### config.mk
export PLATFORM = sky130hd
export DESIGN_NAME = tfm_mh
export DESIGN_NICKNAME = d
export VERILOG_FILES = /design/src/rtl/tfm_pkg.sv /design/src/rtl/tfm_qperm.sv /design/src/rtl/tfm_oplane.sv /design/src/rtl/tfm_mix.sv /design/src/rtl/tfm_mh.sv
export SDC_FILE = /design/constraint.sdc
export NUM_CORES = 1
export LEC_CHECK = 0
export ABC_CLOCK_PERIOD_IN_PS = 800
export BUFFER_PORTS_ARGS = -buffer_cell sky130_fd_sc_hd__clkbuf_2
export CORE_MARGIN = 3
export CORE_UTILIZATION = 35
export CTS_CLUSTER_SIZE = 12
export DETAILED_ROUTE_END_ITERATION = 8
export PLACE_DENSITY = 0.61
export SKIP_LAST_GASP = 1
export SYNTH_ARGS = -nofsm -noshare
export SYNTH_HDL_FRONTEND = slang
export SYNTH_HIERARCHICAL = 1
export SYNTH_SLANG_ARGS = --single-unit
### constraint.sdc
create_clock -name clk -period 0.8 [get_ports clk]
set_clock_uncertainty 0.2 [all_clocks]
set_input_delay 0.08 -clock clk [delete_from_list [all_inputs] [get_ports clk]]
set_output_delay 0.08 -clock clk [all_outputs]
set_load 0.02 [all_outputs]
### src/rtl/tfm_pkg.sv
package tfm_pkg;

  typedef logic [7:0] byte_t;

  typedef enum logic [1:0] {
    OP_KEYX = 2'b00,
    OP_INV  = 2'b01,
    OP_ROR  = 2'b10,
    OP_PASS = 2'b11
  } op_e;

  // nibble substitution tables, entry 0 in the top nibble
  localparam logic [63:0] QA_T0 = 64'h817D6F320B59ECA4;
  localparam logic [63:0] QA_T1 = 64'hECB81235F4A6709D;
  localparam logic [63:0] QA_T2 = 64'hBA5E6D90C8F32471;
  localparam logic [63:0] QA_T3 = 64'hD7F4126E9B3085CA;
  localparam logic [63:0] QB_T0 = 64'h28BDF76E31940AC5;
  localparam logic [63:0] QB_T1 = 64'h1E2B4C376DA5F908;
  localparam logic [63:0] QB_T2 = 64'h4C7516A90ED82B3F;
  localparam logic [63:0] QB_T3 = 64'hB951C3DE647F208A;

  // diffusion matrix, row-major, element (0,0) in the top byte
  localparam logic [127:0] MIX_M = 128'h01EF5B5B_5BEFEF01_EF5B01EF_EF01EF5B;

  // low byte of the field polynomial x^8+x^6+x^5+x^3+1
  localparam byte_t FIELD_LO = 8'h69;

  // lane masks: bit j set selects q1 for lane j
  localparam logic [3:0] MASK_W0  = 4'b1100;
  localparam logic [3:0] MASK_W1  = 4'b1010;
  localparam logic [3:0] MASK_W2  = 4'b0011;
  localparam logic [3:0] MASK_W3  = 4'b1001;
  localparam logic [3:0] MASK_FIN = 4'b0101;

  function automatic logic [3:0] tbl_nib(input logic [63:0] tbl, input logic [3:0] idx);
    logic [3:0] r;
    r = '0;
    for (int i = 0; i < 16; i++) begin
      if (idx == 4'(i)) r = tbl[63-4*i -: 4];
    end
    return r;
  endfunction

  function automatic logic [3:0] nib_ror1(input logic [3:0] n);
    return {n[0], n[3:1]};
  endfunction

  function automatic byte_t q_perm(input logic use_q1, input byte_t x);
    logic [3:0] a0, b0, a1, b1, a2, b2, a3, b3, a4, b4;
    a0 = x[7:4];
    b0 = x[3:0];
    a1 = a0 ^ b0;
    b1 = a0 ^ nib_ror1(b0) ^ {a0[0], 3'b000};
    a2 = tbl_nib(use_q1 ? QB_T0 : QA_T0, a1);
    b2 = tbl_nib(use_q1 ? QB_T1 : QA_T1, b1);
    a3 = a2 ^ b2;
    b3 = a2 ^ nib_ror1(b2) ^ {a2[0], 3'b000};
    a4 = tbl_nib(use_q1 ? QB_T2 : QA_T2, a3);
    b4 = tbl_nib(use_q1 ? QB_T3 : QA_T3, b3);
    return {b4, a4};
  endfunction

  function automatic byte_t gf_mul(input byte_t a, input byte_t b);
    byte_t acc;
    byte_t sh;
    acc = '0;
    sh  = a;
    for (int i = 0; i < 8; i++) begin
      if (b[i]) acc = acc ^ sh;
      sh = sh[7] ? ((sh << 1) ^ FIELD_LO) : (sh << 1);
    end
    return acc;
  endfunction

  function automatic byte_t mix_coef(input int r, input int c);
    return MIX_M[127-8*(4*r+c) -: 8];
  endfunction

  function automatic byte_t ror8(input byte_t b, input logic [2:0] amt);
    logic [15:0] dbl;
    dbl = {b, b} >> amt;
    return dbl[7:0];
  endfunction

  function automatic byte_t op_apply(input op_e op, input logic [2:0] amt,
                                     input byte_t b, input byte_t key);
    byte_t r;
    case (op)
      OP_KEYX: r = b ^ key;
      OP_INV:  r = ~b;
      OP_ROR:  r = ror8(b, amt);
      default: r = b;
    endcase
    return r;
  endfunction

  function automatic logic [3:0] word_mask(input int w);
    logic [3:0] m;
    case (w)
      0:       m = MASK_W0;
      1:       m = MASK_W1;
      2:       m = MASK_W2;
      default: m = MASK_W3;
    endcase
    return m;
  endfunction

endpackage

### src/rtl/tfm_qperm.sv
module tfm_qperm #(
  parameter bit USE_Q1 = 1'b0
) (
  input  logic [7:0] d_in,
  output logic [7:0] d_out
);
  import tfm_pkg::*;

  always_comb d_out = q_perm(USE_Q1, d_in);

endmodule

### src/rtl/tfm_oplane.sv
module tfm_oplane (
  input  logic [1:0] op_code,
  input  logic [2:0] rot_amt,
  input  logic [7:0] d_in,
  input  logic [7:0] key_b,
  output logic [7:0] d_out
);
  import tfm_pkg::*;

  op_e op_w;

  always_comb begin
    op_w  = op_e'(op_code);
    d_out = op_apply(op_w, rot_amt, d_in, key_b);
  end

endmodule

### src/rtl/tfm_mix.sv
module tfm_mix #(
  parameter int LANES = 4
) (
  input  logic [LANES-1:0][7:0] y_in,
  output logic [8*LANES-1:0]    z_word
);
  import tfm_pkg::*;

  for (genvar r = 0; r < LANES; r++) begin : g_row
    byte_t row_acc;
    always_comb begin
      row_acc = '0;
      for (int c = 0; c < LANES; c++) begin
        row_acc = row_acc ^ gf_mul(mix_coef(r, c), y_in[c]);
      end
    end
    assign z_word[8*LANES-1-8*r -: 8] = row_acc;
  end

endmodule

### src/rtl/tfm_mh.sv
module tfm_mh #(
  parameter int K_WORDS = 2,
  parameter bit OUT_REG = 1'b1
) (
  input  logic                  clk,
  input  logic                  rst_n,
  input  logic [31:0]           x_in,
  input  logic [32*K_WORDS-1:0] l_in,
  input  logic [1:0]            op_code,
  input  logic [2:0]            rot_amt,
  output logic [31:0]           z_out
);
  import tfm_pkg::*;

  localparam int LANES = 4;
  localparam int WBITS = 32;

  // chain_w[s] is the lane set entering stage s; chain_w[K_WORDS] leaves the last stage
  logic [K_WORDS:0][LANES-1:0][7:0]  chain_w;
  logic [K_WORDS-1:0][LANES-1:0][7:0] q_out_w;
  logic [K_WORDS-1:0][LANES-1:0][7:0] op_out_w;
  logic [LANES-1:0][7:0]              fin_w;
  logic [WBITS-1:0]                   mix_w;

  for (genvar j = 0; j < LANES; j++) begin : g_split
    assign chain_w[0][j] = x_in[WBITS-1-8*j -: 8];
  end

  for (genvar s = 0; s < K_WORDS; s++) begin : g_stage
    localparam int         WIDX = K_WORDS - 1 - s;
    localparam logic [3:0] QM   = word_mask(WIDX);
    for (genvar j = 0; j < LANES; j++) begin : g_lane
      tfm_qperm #(.USE_Q1(QM[j])) u_q (
        .d_in  (chain_w[s][j]),
        .d_out (q_out_w[s][j])
      );
      tfm_oplane u_op (
        .op_code (op_code),
        .rot_amt (rot_amt),
        .d_in    (q_out_w[s][j]),
        .key_b   (l_in[WBITS*WIDX + WBITS-1-8*j -: 8]),
        .d_out   (op_out_w[s][j])
      );
      assign chain_w[s+1][j] = op_out_w[s][j];
    end
  end

  for (genvar j = 0; j < LANES; j++) begin : g_final
    tfm_qperm #(.USE_Q1(MASK_FIN[j])) u_qf (
      .d_in  (chain_w[K_WORDS][j]),
      .d_out (fin_w[j])
    );
  end

  tfm_mix #(.LANES(LANES)) u_mix (
    .y_in   (fin_w),
    .z_word (mix_w)
  );

  if (OUT_REG) begin : g_oreg
    always_ff @(posedge clk or negedge rst_n) begin
      if (!rst_n) z_out <= '0;
      else        z_out <= mix_w;
    end
  end else begin : g_comb
    assign z_out = mix_w;
  end

endmodule

==> results of run 1 <==
## routing by layer
layer  wire [um]  share of wire [%]
met4        1466                2.4
met2       34710                 56
met5           9              0.015
met3        1498                2.4
met1       24300                 39
## cells in the final DEF, fill, tap and decap left out, types with 57 or more instances in the layout
| cell | n |
|---|---|
| nand2b_1 | 68 |
| xnor2_2 | 71 |
| a21oi_1 | 143 |
| xor2_1 | 60 |
| buf_4 | 889 |
| xor2_2 | 60 |
| xnor2_1 | 166 |
| xnor2_4 | 73 |
| nand3_1 | 66 |
| clkbuf_2 | 86 |
| o211ai_1 | 88 |
| buf_6 | 121 |
| nand2_1 | 188 |
| nor2_1 | 59 |
| xor2_4 | 57 |
## kinds of logic after synthesis
| logic type | share of synthesized area, % |
|---|---|
| compound gates | 27.07 |
| xor+xnor | 33.50 |
| fa+ha+maj | 0.6784 |
| buf+inv | 4.721 |
| flops | 4.523 |
| mux | 6.629 |
| simple gates | 22.88 |
## metrics by stage
step | util (%) | TNS [ns] | setup WS (ns) | hold WS (ns)
4_1_cts | 58.12 | -246.67 | -7.536 | 0.1241
2_1_floorplan | - | -229.98 | -7.347 | -0.4156
3_3_place_gp | 51.69 | -253.91 | -8.071 | -0.1536
5_1_grt | 65.46 | -266.12 | -8.231 | 0.1449
6_report | 65.46 | -253.47 | -7.840 | 0.1153
3_5_place_dp | 51.69 | -262.13 | -8.361 | -0.1433
## cell type report
| cell class | count | share of cell area [%] |
|---|---|---|
| multi-input combinational | 2041 | 65.87 |
| timing repair buffer | 1138 | 28.17 |
| tap | 664 | 2.566 |
| sequential | 32 | 2.473 |
| clock buffer | 7 | 0.4715 |
| inverter | 38 | 0.4406 |
| antenna | 1 | 0.007729 |
## what timing repair did
| action | in CTS | in global routing |
|---|---|---|
| hold buffers | 1 | 0 |
| setup buffers | 144 | 124 |
| endpoints found under the setup margin | 64 | 64 |
| endpoints found under the hold margin | 32 | 0 |
| cloned | 6 | 5 |
| pin swaps | 143 | 210 |
| resized for setup | 284 | 518 |
## worst max-delay path by stage
| stage | end | depth (start not counted) |
|---|---|---|
| 5_1_grt | z_out[13]$_DFF_PN0_ | 46 |
| 2_1_floorplan | z_out[18]$_DFF_PN0_ | 33 |
| 6_report | z_out[29]$_DFF_PN0_ | 46 |
| 4_1_cts | z_out[21]$_DFF_PN0_ | 44 |
| 3_3_place_gp | z_out[24]$_DFF_PN0_ | 40 |
| 3_5_place_dp | z_out[24]$_DFF_PN0_ | 39 |
==> summary.md, run 1 <==
| Metric | Value |
|---|---|
| All-Layer GR Usage | about a fifth |
| Leading cell types by count after synthesis | xnor2_1, nand2_1, a21oi_1 |
| Top Registers | z_out (32) |
| Post-Syn Instances | 2,212 |
| Core box area | slightly below 0.05 sq mm |
| I/O Buffers | 134 |
| Worst Tran Pin Value | 0.7258 ns |
| Worst EP required | 0.74 ns |
| Sequential element share of the synthesized area | about 4.5% |
| Final worst path period need | 8.640 ns |
| Critical path data arrival time | around 8.6 ns |
| Final Hold Violating Endpoints | 0 |
| Largest net degree at the start of global routing | 69 |
| Die span in y | 230.9 um |
| Die X | 230.9 um |
| Final Routed Wirelength | 61,980 um |
| Largest reg by FF count | z_out |
| Max-cap viol count | 0 |
| RSZ-0062 raised after global routing | true |
| Starting density of the core | 35.80% |
| Multi-input logic area | 0.02132 sq mm |
| Synth area leader | xnor2_1 |
| CTS clk-pin slew, worst paths | 0.05 ns |
| # fillers | 3,785 |
| Site row count | slightly above 80 |
| CP delay by family, top | compound AO/OA/AOI/OAI gates |
| Antenna Nets Post-Route | 0 |
| CP startpoint | x_in[15] |
| Vias in the first global route | 20,000 |
| Half-perimeter wire length after placement | 43,090 um |
| Slew Limit Headroom | 51.61% |
| Ys async rst share | 100.0% |
| Gr busiest metal | met2 |
| Global route overflow | 0 |
| Layout Area Growth over Synthesis | 82.85% |
| Synth area leaders | xnor2_1, xor2_1, a21oi_1, dfrtp_1, nand2_1 |
| Clock Path Buffers | 2 |
| Share of layout cells above drive strength 1 | 59.06% |
| Worst Hold Class | in -> async |
| RD Place Congestion | roughly 0.88 |
| Unique masters post-synth | 77 |
| Crit Path Class | in -> reg |
| Most used cell, CP | buf_4 |
| Syn Area/Cell | ~8.0 sq um |
| Ys flop type | dfrtp_1 |
| Via count | 20,840 |
| Antenna violations before repair | 2 |
| Finish-stage setup viols | 64 |
| Highest Clock Rate | around 120 MHz |
| Mapped cell area | 0.01771 sq mm |
| Crit path max fanout | 7 |
| Worst path slowest cell | or4b_1 |
| Most frequent cell after synthesis | xnor2_1 |
| Global-route track usage on met1 | 23.30% |
| CP Capture Type | flip-flop |
| TritonCTS Buffers | 5 |
| Mean number of vias per cell | 5.314 |
| Design area | 0.03237 sq mm |
| Cell Count, Final, Fillers Out | 3,921 |
| First DRT Iteration DRCs | approximately 800 |
| Yosys warning total | 6 |
| Worst path bufs/invs | 17 |
| First-pass GRT wire length | 92,860 um |
| Share of the synthesized area in the top cell type | 13.06% |
| Crit path largest cell delay | ~0.54 ns |
| H-tree lvl count | 2 |
| CTS sink count | 32 |
| Nets@finish | 3,359 |
| Critical path launch point type | input pin |
| Pre-antenna DRT Iters | 5 |
| Fin crit share | 1080% |
| Synth Register Bits | 32 |
| Drt wl/cell | between 15 and 20 um |
| Setup WS post-layout | -7.840 ns |
| Sequential Area | ~800 sq um |
| Status | complete, but fails checks |
| Max reg flops | 32 |
| Io pins | 135 |
| Syn nets | 2,315 |
| Met3 Usage GRT | 1.012% |
| GR Util met2 | 39.96% |
| Placed Instances | 3,639 |
| Die area | 0.05332 sq mm |
| Final slew viol count | 0 |
| Count of flip-flops with a built-in enable after synthesis | 0 |
| Failing checks | setup timing |
| DRC | 0 |
| Clk root buf | clkbuf_16 |
| DP Area | 0.02556 sq mm |
| CTS tree | done |
Power of run 1 is left out: the tool's default activity adds up to more than one toggle a clock period on the data nets, which glitch-free logic cannot reach.
==> run 2: changes to the inputs <==
- BUFFER_PORTS_ARGS: -buffer_cell sky130_fd_sc_hd__clkbuf_2 -> not set
- DONT_BUFFER_PORTS: not set -> 1
- MAX_ROUTING_LAYER: not set -> met4
- PLACE_DENSITY: 0.61 -> 0.59
==> summary.md, run 2 (synthesis gave the netlist of run 1 again) <==
| Metric | Value |
|---|---|
| Status | complete, but fails checks |
| Failing checks | hold timing, setup timing |
| Mean number of vias per cell | 5.312 |
| Drt wl/cell | 15.62 um |
| First-pass GRT wire length | 93,200 um |
| Cell Count, Final, Fillers Out | roughly 3,800 |
| CTS tree | done |
| Largest reg by FF count | z_out |
| Half-perimeter wire length after placement | 40,280 um |
| Antenna Nets Post-Route | 0 |
| Via count | 19,960 |
| Final slew viol count | 0 |
| CP startpoint | x_in[24] |
| Top Registers | z_out (32) |
| RD Place Congestion | 0.9163 |
| Nets@finish | 3,197 |
| DRC | 0 |
| Crit path max fanout | 7 |
| Layout Area Growth over Synthesis | 73.59% |
| Worst path slowest cell | or4b_4 |
| Share of layout cells above drive strength 1 | 56.43% |
| Clock Path Buffers | 2 |
| Commonest non-fill, non-tap cell in the layout | buf_4 |
| Inserted Diodes | 0 |
| Final core utilization | slightly above 60% |
| Critical path data arrival time | 8.29 ns |
| Max reg flops | 32 |
| Starting density of the core | a little over a third |
| Highest Clock Rate | 120.2 MHz |
| Largest net degree at the start of global routing | 137 |
| Worst EP required | 0.77 ns |
| TritonCTS Buffers | 5 |
| Worst Hold Class | in -> async |
| CTS clk-pin slew, worst paths | about 0.050 ns |
| Crit path largest cell delay | around 0.52 ns |
| Max-cap viol count | 0 |
| Die span in y | 230.9 um |
| Most used cell, CP | buf_4 |
| I/O Buffers | 0 |
| Slew Limit Headroom | a little over three fifths |
| Hold WS | -0.6972 ns |
| Final Routed Wirelength | approximately 59,000 um |
| Final worst path period need | 8.319 ns |
| Worst Tran Pin Value | 0.5601 ns |
| RSZ-0062 raised after global routing | true |
| Pre-CTS setup slack | -8.073 ns |
| All-Layer GR Usage | 20.62% |
| CTS sink count | 32 |
| Io pins | 135 |
| CP Capture Type | flip-flop |
| Placed Instances | approximately 3,400 |
| Most frequent cells in the layout | buf_4, nand2_1, xnor2_1 |
| Finish-stage setup viols | between 60 and 70 |
| Vias in the first global route | 19,760 |
| Site row count | just over 80 |
| Core box area | roughly 0.049 sq mm |
| Fin crit share | 1040% |
| Antenna violations before repair | 0 |
| Critical path launch point type | input pin |
| # fillers | 3,985 |
| Pre-antenna DRT Iters | 5 |
| Final Hold Violating Endpoints | 32 |
| Die area | approximately 0.053 sq mm |
| Clk root buf | clkbuf_16 |
| H-tree lvl count | 2 |
| First DRT Iteration DRCs | 800 |
| Setup WS post-layout | -7.519 ns |
| Crit Path Class | in -> reg |
| Die X | 230.9 um |
| Global route overflow | 0 |
-- run 2: changes by cell type in the layout (fill, tap and decap cells not counted), sizes merged --
| cell | before | now |
|---|---|---|
| clkbuf | 96 | 7 |
| diode | 1 | 0 |
| dlygate4sd3 | 1 | 0 |
| buf | 1048 | 976 |
-- run 2: critical path: cells and delay by family --
kind,cells,cell delay (ns)
XOR/XNOR,9,1.79
adder cells (fa/ha/maj),1,0.37
AND/OR/NAND/NOR,6,1.72
AO/OA/AOI/OAI,12,1.95
buffers and inverters,10,1.71
multiplexers,3,0.67
-- run 2: final cells by class --
cell class,count,area (sq um),area share [%]
Clock buffer,7,152.6,0.4966
Sequential cell,32,800.8,2.605
Tap cell,664,830.8,2.703
Timing Repair Buffer,976,7836,25.50
Multi-Input combinational cell,2041,20970,68.23
Inverter,38,145.1,0.4722
-- run 2: final timing paths --
kind,end,slack [ns]
max,z_out[11]$_DFF_PN0_,-7.52
min,z_out[21]$_DFF_PN0_,-0.70
max in group asynchronous,z_out[16]$_DFF_PN0_,1.02
min in group clk,z_out[28],0.58
-- run 2: repair_timing --
item	in CTS	in global routing
gates resized for setup	363	263
endpoints found under the setup margin	64	64
gates cloned	4	5
pin swaps	184	194
setup buffers	197	106
hold endpoints to repair	32	32
-- run 2: metrics by stage --
stage / setup TNS (ns) / instance area [sq um]
4_1_cts: -236.86 / 28300
2_1_floorplan: -229.98 / 19180
5_1_grt: -255.16 / 30740
6_report: -241.95 / 30740
3_5_place_dp: -252.51 / 24280
3_3_place_gp: -246.20 / 24280
-- run 2: layer usage --
metal  up-vias  wire length [um]  part of all wire [%]  GRT usage [%]
met1      9645             23190                    40          23.07
met5         -                 0                     0              -
met3        73              1584                   2.7          1.024
li1       9906                 -                     -              -
met4         0              1039                   1.8          3.390
met2       339             32880                    56          40.71
Power of run 2 is left out for the same reason.
